==> src/rtl/sseq_pkg.sv <==
package sseq_pkg;

    typedef enum logic [1:0] {
        DRV_HIZ = 2'd0,
        DRV_LOW = 2'd1,
        DRV_RUN = 2'd2
    } drv_mode_e;

    typedef enum logic [2:0] {
        PH_OFF,
        PH_HIZ,
        PH_CLAMP,
        PH_RAMP,
        PH_DONE,
        PH_OVL,
        PH_HICCUP
    } phase_e;

    typedef struct packed {
        logic clr;
        logic step;
        logic fill;
    } ramp_ctl_t;

    function automatic drv_mode_e phase_to_mode(phase_e p, logic ov);
        drv_mode_e m;
        case (p)
            PH_CLAMP:         m = DRV_LOW;
            PH_RAMP, PH_DONE: m = DRV_RUN;
            PH_OVL:           m = ov ? DRV_LOW : DRV_HIZ;
            default:          m = DRV_HIZ;
        endcase
        return m;
    endfunction

    function automatic int max2(int a, int b);
        return (a > b) ? a : b;
    endfunction

endpackage

==> src/rtl/ss_phase_fsm.sv <==
module ss_phase_fsm
    import sseq_pkg::*;
#(
    parameter int INIT_WAIT  = 32,
    parameter int CLAMP_CYC  = 150,
    parameter int TOTAL_CYC  = 2048,
    parameter int HICCUP_CYC = 2048
) (
    input  logic      clk,
    input  logic      rst,
    input  logic      supply_ok,
    input  logic      enable,
    input  logic      ov_cmp,
    input  logic      oc_flag,
    input  logic      tick,
    output phase_e    phase,
    output ramp_ctl_t rctl
);

    localparam int MAXC = max2(TOTAL_CYC, HICCUP_CYC);
    localparam int CW   = $clog2(MAXC + 1);
    localparam logic [CW-1:0] HIZ_END   = CW'(INIT_WAIT);
    localparam logic [CW-1:0] CLAMP_END = CW'(INIT_WAIT + CLAMP_CYC);
    localparam logic [CW-1:0] DONE_END  = CW'(TOTAL_CYC);
    localparam logic [CW-1:0] HIC_END   = CW'(HICCUP_CYC);

    logic [CW-1:0] cnt, nxt_cnt, cnt_inc;
    phase_e        nxt;

    assign cnt_inc = cnt + 1'b1;

    always_comb begin
        nxt     = phase;
        nxt_cnt = cnt;
        rctl    = '{clr: 1'b0, step: 1'b0, fill: 1'b0};
        if (!supply_ok) begin
            nxt     = PH_OFF;
            nxt_cnt = '0;
        end else if (phase == PH_OVL || ov_cmp) begin
            nxt     = PH_OVL;
            nxt_cnt = '0;
        end else if (!enable) begin
            nxt     = PH_OFF;
            nxt_cnt = '0;
        end else begin
            case (phase)
                PH_OFF: begin
                    nxt     = PH_HIZ;
                    nxt_cnt = '0;
                end
                PH_HIZ: if (tick) begin
                    nxt_cnt = cnt_inc;
                    if (cnt_inc == HIZ_END) nxt = PH_CLAMP;
                end
                PH_CLAMP: if (tick) begin
                    nxt_cnt = cnt_inc;
                    if (cnt_inc == CLAMP_END) nxt = PH_RAMP;
                end
                PH_RAMP: begin
                    if (oc_flag) begin
                        nxt     = PH_HICCUP;
                        nxt_cnt = '0;
                    end else if (tick) begin
                        nxt_cnt = cnt_inc;
                        if (cnt_inc == DONE_END) begin
                            nxt       = PH_DONE;
                            rctl.fill = 1'b1;
                        end else begin
                            rctl.step = 1'b1;
                        end
                    end
                end
                PH_DONE: if (oc_flag) begin
                    nxt     = PH_HICCUP;
                    nxt_cnt = '0;
                end
                PH_HICCUP: if (tick) begin
                    if (cnt_inc == HIC_END) begin
                        nxt     = PH_CLAMP;
                        nxt_cnt = HIZ_END;
                    end else begin
                        nxt_cnt = cnt_inc;
                    end
                end
                default: begin
                    nxt     = PH_OFF;
                    nxt_cnt = '0;
                end
            endcase
        end
        rctl.clr = !(nxt == PH_RAMP || nxt == PH_DONE);
    end

    always_ff @(posedge clk) begin
        if (rst) begin
            phase <= PH_OFF;
            cnt   <= '0;
        end else begin
            phase <= nxt;
            cnt   <= nxt_cnt;
        end
    end

    AST_OV_STICKY: assert property (@(posedge clk) disable iff (rst)
        (phase == PH_OVL && supply_ok) |=> phase == PH_OVL);

    AST_OC_TRIP: assert property (@(posedge clk) disable iff (rst)
        ((phase == PH_RAMP || phase == PH_DONE) && oc_flag && supply_ok && enable && !ov_cmp)
        |=> phase == PH_HICCUP);

    AST_OC_IGNORED: assert property (@(posedge clk) disable iff (rst)
        ((phase == PH_HIZ || phase == PH_CLAMP || phase == PH_HICCUP) && supply_ok && enable && !ov_cmp)
        |=> phase != PH_HICCUP || $past(phase) == PH_HICCUP);

endmodule

==> src/rtl/ss_ramp_gen.sv <==
module ss_ramp_gen
    import sseq_pkg::*;
#(
    parameter int RAMP_FULL = 1023,
    localparam int RAMP_W   = $clog2(RAMP_FULL + 1)
) (
    input  logic              clk,
    input  logic              rst,
    input  ramp_ctl_t         ctl,
    output logic [RAMP_W-1:0] level
);

    localparam logic [RAMP_W-1:0] TOP = RAMP_W'(RAMP_FULL);

    always_ff @(posedge clk) begin
        if (rst || ctl.clr)      level <= '0;
        else if (ctl.fill)       level <= TOP;
        else if (ctl.step && level != TOP) level <= level + 1'b1;
    end

    AST_RAMP_STEP: assert property (@(posedge clk) disable iff (rst)
        (ctl.step && !ctl.clr && !ctl.fill && level != TOP)
        |=> level == $past(level) + 1'b1);

    AST_RAMP_NO_WRAP: assert property (@(posedge clk) disable iff (rst)
        (level == TOP && !ctl.clr) |=> level == TOP);

endmodule

==> src/rtl/ss_drive_decode.sv <==
module ss_drive_decode
    import sseq_pkg::*;
(
    input  phase_e    phase,
    input  logic      ov_cmp,
    output drv_mode_e mode
);

    always_comb mode = phase_to_mode(phase, ov_cmp);

endmodule

==> src/rtl/softstart_seq.sv <==
module softstart_seq
    import sseq_pkg::*;
#(
    parameter int INIT_WAIT  = 32,
    parameter int CLAMP_CYC  = 150,
    parameter int TOTAL_CYC  = 2048,
    parameter int HICCUP_CYC = 2048,
    parameter int RAMP_FULL  = 1023,
    localparam int RAMP_W    = $clog2(RAMP_FULL + 1)
) (
    input  logic              clk,
    input  logic              rst,
    input  logic              supply_ok,
    input  logic              enable,
    input  logic              ov_cmp,
    input  logic              oc_flag,
    input  logic              tick,
    output logic [1:0]        out_mode,
    output logic [RAMP_W-1:0] ramp,
    output logic              ss_done,
    output logic              pgood_gate
);

    phase_e    phase;
    ramp_ctl_t rctl;
    drv_mode_e mode;

    ss_phase_fsm #(
        .INIT_WAIT (INIT_WAIT),
        .CLAMP_CYC (CLAMP_CYC),
        .TOTAL_CYC (TOTAL_CYC),
        .HICCUP_CYC(HICCUP_CYC)
    ) u_fsm (
        .clk      (clk),
        .rst      (rst),
        .supply_ok(supply_ok),
        .enable   (enable),
        .ov_cmp   (ov_cmp),
        .oc_flag  (oc_flag),
        .tick     (tick),
        .phase    (phase),
        .rctl     (rctl)
    );

    ss_ramp_gen #(.RAMP_FULL(RAMP_FULL)) u_ramp (
        .clk  (clk),
        .rst  (rst),
        .ctl  (rctl),
        .level(ramp)
    );

    ss_drive_decode u_dec (
        .phase (phase),
        .ov_cmp(ov_cmp),
        .mode  (mode)
    );

    assign out_mode   = mode;
    assign ss_done    = (phase == PH_DONE);
    assign pgood_gate = ss_done && supply_ok && enable && !ov_cmp && !oc_flag;

    AST_SUPPLY_DROP: assert property (@(posedge clk) disable iff (rst)
        !supply_ok |=> (out_mode == 2'd0 && ramp == '0 && !ss_done));

    AST_CLAMP_RAMP_ZERO: assert property (@(posedge clk) disable iff (rst)
        out_mode == 2'd1 |-> ramp == '0);

    AST_DONE_FULL: assert property (@(posedge clk) disable iff (rst)
        ss_done |-> ramp == RAMP_W'(RAMP_FULL));

    AST_OV_KILLS_DONE: assert property (@(posedge clk) disable iff (rst)
        (supply_ok && ov_cmp) |=> !ss_done && !pgood_gate);

endmodule

==> config.mk <==
export PLATFORM = sky130hd
export DESIGN_NAME = softstart_seq
export DESIGN_NICKNAME = d
export VERILOG_FILES = /design/src/rtl/sseq_pkg.sv /design/src/rtl/ss_phase_fsm.sv /design/src/rtl/ss_ramp_gen.sv /design/src/rtl/ss_drive_decode.sv /design/src/rtl/softstart_seq.sv
export SDC_FILE = /design/constraint.sdc
export NUM_CORES = 1
export LEC_CHECK = 0
export BUFFER_PORTS_ARGS = -buffer_cell sky130_fd_sc_hd__buf_2
export CELL_PAD_IN_SITES_DETAIL_PLACEMENT = 0
export CELL_PAD_IN_SITES_GLOBAL_PLACEMENT = 1
export CORE_MARGIN = 3
export CORE_UTILIZATION = 44
export CTS_CLUSTER_DIAMETER = 80
export DETAILED_ROUTE_END_ITERATION = 12
export GPL_TIMING_DRIVEN = 0
export PLACE_DENSITY_LB_ADDON = 0.1
export SYNTH_ARGS = -nofsm -noshare
export SYNTH_HDL_FRONTEND = slang
export SYNTH_SLANG_ARGS = --single-unit
==> constraint.sdc <==
create_clock -name clk -period 3 [get_ports clk]
set_input_delay 0.6 -clock clk [delete_from_list [all_inputs] [get_ports clk]]
set_output_delay 0.6 -clock clk [all_outputs]
set_load 0.005 [all_outputs]
==> results of run 1 <==
[stage by stage]
| step | util (%) | power (uW) | cell area (um2) |
|---|---|---|---|
| 3_5_place_dp | 49.8 | 391 | 2200 |
| 6_report | 51.2 | 585 | 2260 |
| 5_1_grt | 51.2 | 620 | 2260 |
| 4_1_cts | 50.9 | 596 | 2250 |
| 2_1_floorplan | - | 375 | 2040 |
| 3_3_place_gp | 49.8 | 391 | 2200 |
[final cells by class]
cell class,count,area (um2)
buffer,17,100
clock buffer,3,41.3
clock inverter,1,5.00
fill,440,2160
inverter,6,22.5
multi-input combinational,203,1430
sequential,25,503
tap,52,65.1
timing repair buffer,18,90.1
[placed cells by master (no fill, tap or decap), types with 3 or more instances in the layout]
master | netlist | routed
a211oi_1 | 4 | 4
nor2b_1 | 4 | 4
buf_6 | 3 | 3
nand2b_1 | 6 | 6
nor3_1 | 6 | 6
a211o_1 | 3 | 3
clkbuf_8 | 0 | 3
nand2_1 | 17 | 16
o21ai_0 | 6 | 6
o31ai_1 | 4 | 4
or4_1 | 3 | 3
buf_2 | 4 | 22
and2_1 | 8 | 8
a31oi_1 | 5 | 5
nand3_1 | 10 | 10
clkbuf_1 | 7 | 6
and4_1 | 4 | 4
xor2_1 | 9 | 9
o211a_1 | 3 | 3
or2_2 | 3 | 3
a21o_1 | 4 | 4
a21boi_0 | 3 | 3
inv_1 | 6 | 6
nand4_1 | 9 | 9
or3_1 | 6 | 6
dfxtp_1 | 25 | 23
nor2_1 | 18 | 18
a22oi_2 | 8 | 8
and3_1 | 5 | 5
a21oi_1 | 13 | 13
[state kept, by name, summed over array words and instances (netlist names)]
| name | cells |
|---|---|
| u_fsm.cnt | 12 |
| u_ramp.level | 10 |
| u_fsm.phase | 3 |
[power by group]
group | total, uW | switching (uW) | internal [uW]
clock | 201 | 108 | 92.8
combinational | 50.4 | 32.8 | 17.7
sequential | 334 | 0.659 | 333
total | 585 | 142 | 443
[timing repair]
action / 4_1_cts / 5_1_grt
endpoints found under the hold margin: 0 / 0
resized for setup: 0 / 7
setup buffers: 0 / 0
setup endpoints to repair: 0 / 16
[logic make-up after synthesis]
kind of cell               synth area share (%)
DFF                                        24.5
muxes                                     0.979
AOI/OAI and AO/OA                          32.3
and+or+nand+nor                            30.7
adders and majority gates                  1.84
buffers and inverters                      5.94
xor gates and xnor gates                   3.86
[worst max-delay path by stage]
stage | slack, ns | to | cells past startpoint
final | 0.14 | u_ramp.level[5]$_SDFFE_PP0P_ | 8
after global routing | 0.006 | u_ramp.level[5]$_SDFFE_PP0P_ | 9
after CTS | 0.02 | u_ramp.level[5]$_SDFFE_PP0P_ | 9
after detailed placement | 0.03 | u_ramp.level[5]$_SDFFE_PP0P_ | 9
after global placement | 0.04 | u_ramp.level[5]$_SDFFE_PP0P_ | 9
after floorplan | 0.37 | u_ramp.level[1]$_SDFFE_PP0P_ | 9
[worst min-delay path, stage by stage (launching register included)]
cell and delay, ns:
dfxtp_2 0.36, nand2_1 0.06, a21oi_1 0.05
[layer usage]
layer | part of all wire [%] | global-route usage (%) | wire, um | vias up
met2 | 43 | 30.5 | 2280 | 48
li1 | - | - | - | 998
met4 | 0.75 | 5.03 | 40 | 0
met5 | 0 | 0 | 0 | -
met3 | 4.6 | 2.43 | 247 | 4
met1 | 52 | 30.0 | 2750 | 929
==> impl_results.md, run 1 <==
- Reg-to-reg endpoint: u_ramp.level[5]$_SDFFE_PP0P_
- Hold Crit Depth: 2
- Crit-path max FO: 10
- HP Class: reg -> reg
- GP Congestion: 0.873
- Post-synthesis sequential area ratio: 24.5%
- Nets: 284
- CTS Sinks: 25
- Post-Synthesis Cell Area: 2040 um2
- Slowest CP cell: or4_1
- Antenna diodes: 0
- FMAX: 349 MHz
- CP arrival: 3.01 ns
- Kind of end point of the critical path: flop
- Rel. slew slack: 33.4%
- Fraction of layout cells with a size suffix above 1: 22.3%
- Initial antenna violation count: 0
- Crit path cell chain: and4_1, and3_1, a31oi_2, or4_1, buf_2, o311a_4, o211ai_4, a22oi_2
- Crit-path max cell delay: 0.53 ns
- Post-synth EDFFs: 0
- Synth top area cells: dfxtp_1 (24%), a22oi_2 (4.9%), xor2_1 (3.9%), nor2_1 (3.3%), a21oi_1 (3.2%)
- Critical path class: reg -> reg
- Iteration-0 DRC Markers: 184
- Setup TNS Final: 0 ns
- Syn nets: 261
- Worst VDD drop: 0.184 mV
- Finished Layout Cells: 325
- Hold_sp: u_fsm.cnt[1]$_SDFFE_PP0P_
- H-tree depth: 1
- FF-to-FF path depth: 8
- Post-synthesis register bit count: 25
- Mapped Cells: 251
- Final setup viols: 0
- CTS tree: done
- GRT Util Overall: 20.1%
- Tcrit/Tclk final: 95.5%
- Clock root buffer: clkbuf_8
- # DRC: 0
- HPWL Detailed: 3950 um
- Most frequent cell after synthesis: dfxtp_1
- Synth top area share: 24.5%
- Via Count: 1,979
- Worst-case clock buffer depth: 2
- Leakage: 0.000825 uW
- Post-route minimum period: 2.86 ns
- Final WL: 5320 um
- IO Pins: 21
- Synth Flop Type: dfxtp_1
- Worst-Skew Late Latency: 0.27 ns
- Worst-Margin Slew: 0.991 ns
- Status: finished, final reports clean
- Hold Violations, Final: 0
- DIE AREA: 5500 um2
- Site Rows: 24
- RSZ-0062 raised after global routing: false
- Worst Path Required: 3.14 ns
- Fin Hold WS: 0.506 ns
- CP Launch Type: flop
- Critical path origin: u_fsm.cnt[6]$_SDFFE_PP0P_
- Asr flop ratio synth: 0%
- Setup WS pre-CTS: 0.0272 ns
- Grt total ovfl: 0
- RR Startpoint: u_fsm.cnt[6]$_SDFFE_PP0P_
- Endpoint, Worst Hold: u_fsm.cnt[1]$_SDFFE_PP0P_
- Pwr dens: 259 nW/um2
- Pin count of the biggest net entering global routing: 15
- Post-route ant nets: 0
- Inserted Clock Buffers: 3
- DR vias/cell: 6.09
- Setup Skew: 0.00432 ns
- Area growth syn-to-layout: 10.5%
- Critical path buffer and inverter count: 1
- Critical path's top delay family: simple AND/OR/NAND/NOR gates
- Placed cells: 321
- Routed WL per cell: 16.4 um
- Hold_buf cts: 0
- Die width: 74.2 um
- Setup ws final: 0.136 ns
- First-pass GRT wire length: 8740 um
- Register-to-register setup slack: 0.14 ns
- Port Buffers: 18
- Vias in the first global route: 1,772
- Chip height: 74.2 um
- Starting Density: 46.3%
- Post-synth cell types: 63
- Syn_area_per_cell: 8.15 um2
- Post-synth top area cell: dfxtp_1
- Top cells by count, synth: dfxtp_1 (25), nor2_1 (18), nand2_1 (17)
- Fin. max-slew vios: 0
- Worst-path clk slew: 0.09 ns
- Core box area: 4410 um2
- Max cap viols: 0
- Drt pass-1 iters: 4
- Synth warnings: 0
No activity file was read; power rests on OpenSTA's default activity.
==> inputs of run 2 (changes only) <==
--- a/config.mk
+++ b/config.mk
@@ -14,6 +14,8 @@
 export DETAILED_ROUTE_END_ITERATION = 12
 export GPL_TIMING_DRIVEN = 0
 export PLACE_DENSITY_LB_ADDON = 0.1
+export REMOVE_ABC_BUFFERS = 1
 export SYNTH_ARGS = -nofsm -noshare
 export SYNTH_HDL_FRONTEND = slang
+export SYNTH_HIERARCHICAL = 1
 export SYNTH_SLANG_ARGS = --single-unit
==> run 2 against run 1 <==
Sequential cell count stayed put. Sequential share of layout area down 1.0 points. Maximum frequency fell by 0.71%. Via count increased by 8.3%. Critical path depth increased by 3. First-iteration DRC count fell by 9.2%. Critical path type unchanged. Clock power rose by 6%. Design area rose by 12%. Setup slack got worse by 0.020 ns. Combinational power up 11%. Core utilization is 5.0 points higher.
==> impl_results.md, run 2 <==
- Status: finished, final reports clean
- CP arrival: 3.11 ns
- Worst VDD drop: 0.177 mV
- Synth top area share: 23.4%
- FMAX: 347 MHz
- Pwr dens: 238 nW/um2
- First-pass GRT wire length: 8500 um
- Core box area: 4500 um2
- Post-synth EDFFs: 0
- Clock root buffer: clkbuf_8
- Worst-Margin Slew: 0.859 ns
- Site Rows: 24
- Critical path's top delay family: simple AND/OR/NAND/NOR gates
- Asr flop ratio synth: 0%
- Placed Area: 2210 um2
- GP Congestion: 0.816
- Crit path cell chain: nand4_4, or4_4, xnor2_2, nor4_4, a21oi_2, nor4b_4, and3b_1, o21ai_1, nor2_4, buf_4, o311a_1
- IO Pins: 21
- DR vias/cell: 6.01
- Critical path buffer and inverter count: 1
- CTS Sinks: 25
- CP Launch Type: flop
- Hold_buf cts: 0
- # DRC: 0
- Critical path class: reg -> reg
- GRT Util Overall: 19.3%
- Int Power: 442 uW
- Worst-path clk slew: 0.10 ns
- Core Util, Final: 56.1%
- Final setup viols: 0
- Sw Share: 26.5%
- Setup WS pre-CTS: -0.693 ns
- Top cells by count, synth: nand2_1 (27), nor2_1 (26), dfxtp_1 (25)
- HP Class: reg -> reg
- DIE AREA: 5720 um2
- Tcrit/Tclk final: 96.1%
- Rel. slew slack: 42.2%
- Post-synthesis register bit count: 25
- Leakage: 0.000934 uW
- Post-Synthesis Cell Area: 2130 um2
- Post-synth cell types: 60
- Max reg flops: 12
- Post-route ant nets: 0
- Synth warnings: 6
- Chip height: 75.7 um
- Grt total ovfl: 0
- CTS tree: done
- Area growth syn-to-layout: 18.5%
- RSZ-0062 raised after global routing: false
- Switch Pwr: 159 uW
- Crit-path max cell delay: 0.57 ns
- Iteration-0 DRC Markers: 167
- Post-synth top area cell: dfxtp_1
- Pin count of the biggest net entering global routing: 21
- Worst-Skew Late Latency: 0.27 ns
- Die width: 75.7 um
- Fin. max-slew vios: 0
- Inserted Clock Buffers: 3
- H-tree depth: 1
- Crit-path max FO: 8
- Fill cell count: 432
- Post-synthesis sequential area ratio: 23.4%
- Vias in the first global route: 1,701
- Mapped Cells: 278
- Setup Skew: 0.00591 ns
- Slowest CP cell: or4_4
- Comb power frac: 9.3%
- Sequential power share: 55.2%
- HPWL Detailed: 3870 um
- Final WL: 5610 um
- Syn_area_per_cell: 7.68 um2
- Port Buffers: 20
- Commonest non-fill, non-tap cell in the layout: nand2_1
- Via Count: 2,144
- Most frequent cell after synthesis: nand2_1
- Final Instance Area: 2530 um2
- Clk pwr share: 35.5%
- Routed WL per cell: 15.7 um
- Synth Flop Type: dfxtp_1
- Nets: 317
- Most flops, register: u_fsm/cnt
- Kind of end point of the critical path: flop
- Starting Density: 47.4%
- Initial antenna violation count: 0
- Drt pass-1 iters: 4
- Fraction of layout cells with a size suffix above 1: 26.9%
- Worst Path Required: 3.23 ns
- Most frequent cells in the layout: nand2_1 (26), nor2_1 (24), buf_2 (20), a21oi_1 (20), buf_4 (17)
- Post-route minimum period: 2.88 ns
- Biggest regs: u_fsm/cnt: 12 flops, u_ramp/level: 10 flops, u_fsm/phase: 3 flops
- Setup ws final: 0.116 ns
- Worst-case clock buffer depth: 2
- Max cap viols: 0
- Synth top area cells: dfxtp_1 (23%), nand2_1 (4.7%), a21oi_1 (4.7%), nor2_1 (4.6%), o21ai_0 (3.3%)
- Antenna diodes: 0
- Hold Violations, Final: 0
==> run 2: through the flow <==
stage | instances | setup TNS, ns | hold WS (ns) | total power [uW]
2_1_floorplan | 261 | -0.128 | 0.515 | 378
3_3_place_gp | 333 | -6.02 | 0.541 | 400
3_5_place_dp | 333 | -5.78 | 0.540 | 400
4_1_cts | 341 | 0 | 0.552 | 611
5_1_grt | 357 | 0 | 0.566 | 624
6_report | 357 | 0 | 0.539 | 601
==> run 2: cells by family after synthesis <==
| kind of cell | Yosys count | synth area share [%] |
|---|---|---|
| adder cells (fa/ha/maj) | 4 | 2.34 |
| XOR/XNOR | 6 | 2.81 |
| flip-flops | 25 | 23.4 |
| buffers and inverters | 25 | 5.80 |
| AO/OA/AOI/OAI | 80 | 25.8 |
| AND/OR/NAND/NOR | 132 | 37.0 |
| multiplexers | 6 | 2.81 |
==> run 2: cell type report <==
class	count	area, um2	area share (%)
inverter	8	30.0	1.19
tap	52	65.1	2.57
sequential	25	537	21.2
clock buffer	3	41.3	1.63
multi-input combinational	228	1580	62.6
timing repair buffer	40	264	10.4
clock inverter	1	7.51	0.297
==> run 2: power by group through the flow <==
stage	registers, uW	logic, uW	clock network, uW
floorplan	346	32.4	0
global placement	348	52.0	0
detailed placement	348	52.2	0
CTS	335	53.9	222
global route	333	61.8	230
finish	332	55.8	213
==> run 2: path summary, 6_finish.rpt <==
kind	slack (ns)	to	cells past startpoint	startpoint
max	0.12	u_ramp/level[7]$_SDFFE_PP0P_	11	u_fsm/cnt[3]$_SDFFE_PP0P_
min	0.54	u_fsm/cnt[2]$_SDFFE_PP0P_	1	u_fsm/cnt[2]$_SDFFE_PP0P_
max reg2reg	0.12	u_ramp/level[7]$_SDFFE_PP0P_	11	u_fsm/cnt[3]$_SDFFE_PP0P_
min reg2reg	0.54	u_fsm/cnt[2]$_SDFFE_PP0P_	1	u_fsm/cnt[2]$_SDFFE_PP0P_
==> run 2: repair_timing <==
item                                   4_1_cts  5_1_grt
setup buffers                                4       16
cloned                                       0        0
resized for setup                           19       16
setup endpoints to repair                   10       10
endpoints found under the hold margin        0        0
pin swaps                                    3       10
==> run 2: routing by layer <==
metal / vias up / global-route usage, % / wire length, um
met5: - / 0 / 0
met4: 0 / 2.72 / 19
met3: 2 / 3.17 / 267
met2: 50 / 28.4 / 2440
met1: 994 / 30.1 / 2890
li1: 1098 / - / -
==> run 2: worst register-to-register path, stage by stage, from the launching register on <==
cell and delay [ns]:
dfxtp_4 0.42, nand4_4 0.11, or4_4 0.57, xnor2_2 0.19, nor4_4 0.28, a21oi_2 0.13, nor4b_4 0.37, and3b_1 0.20
o21ai_1 0.10, nor2_4 0.17, buf_4 0.15, o311a_1 0.15
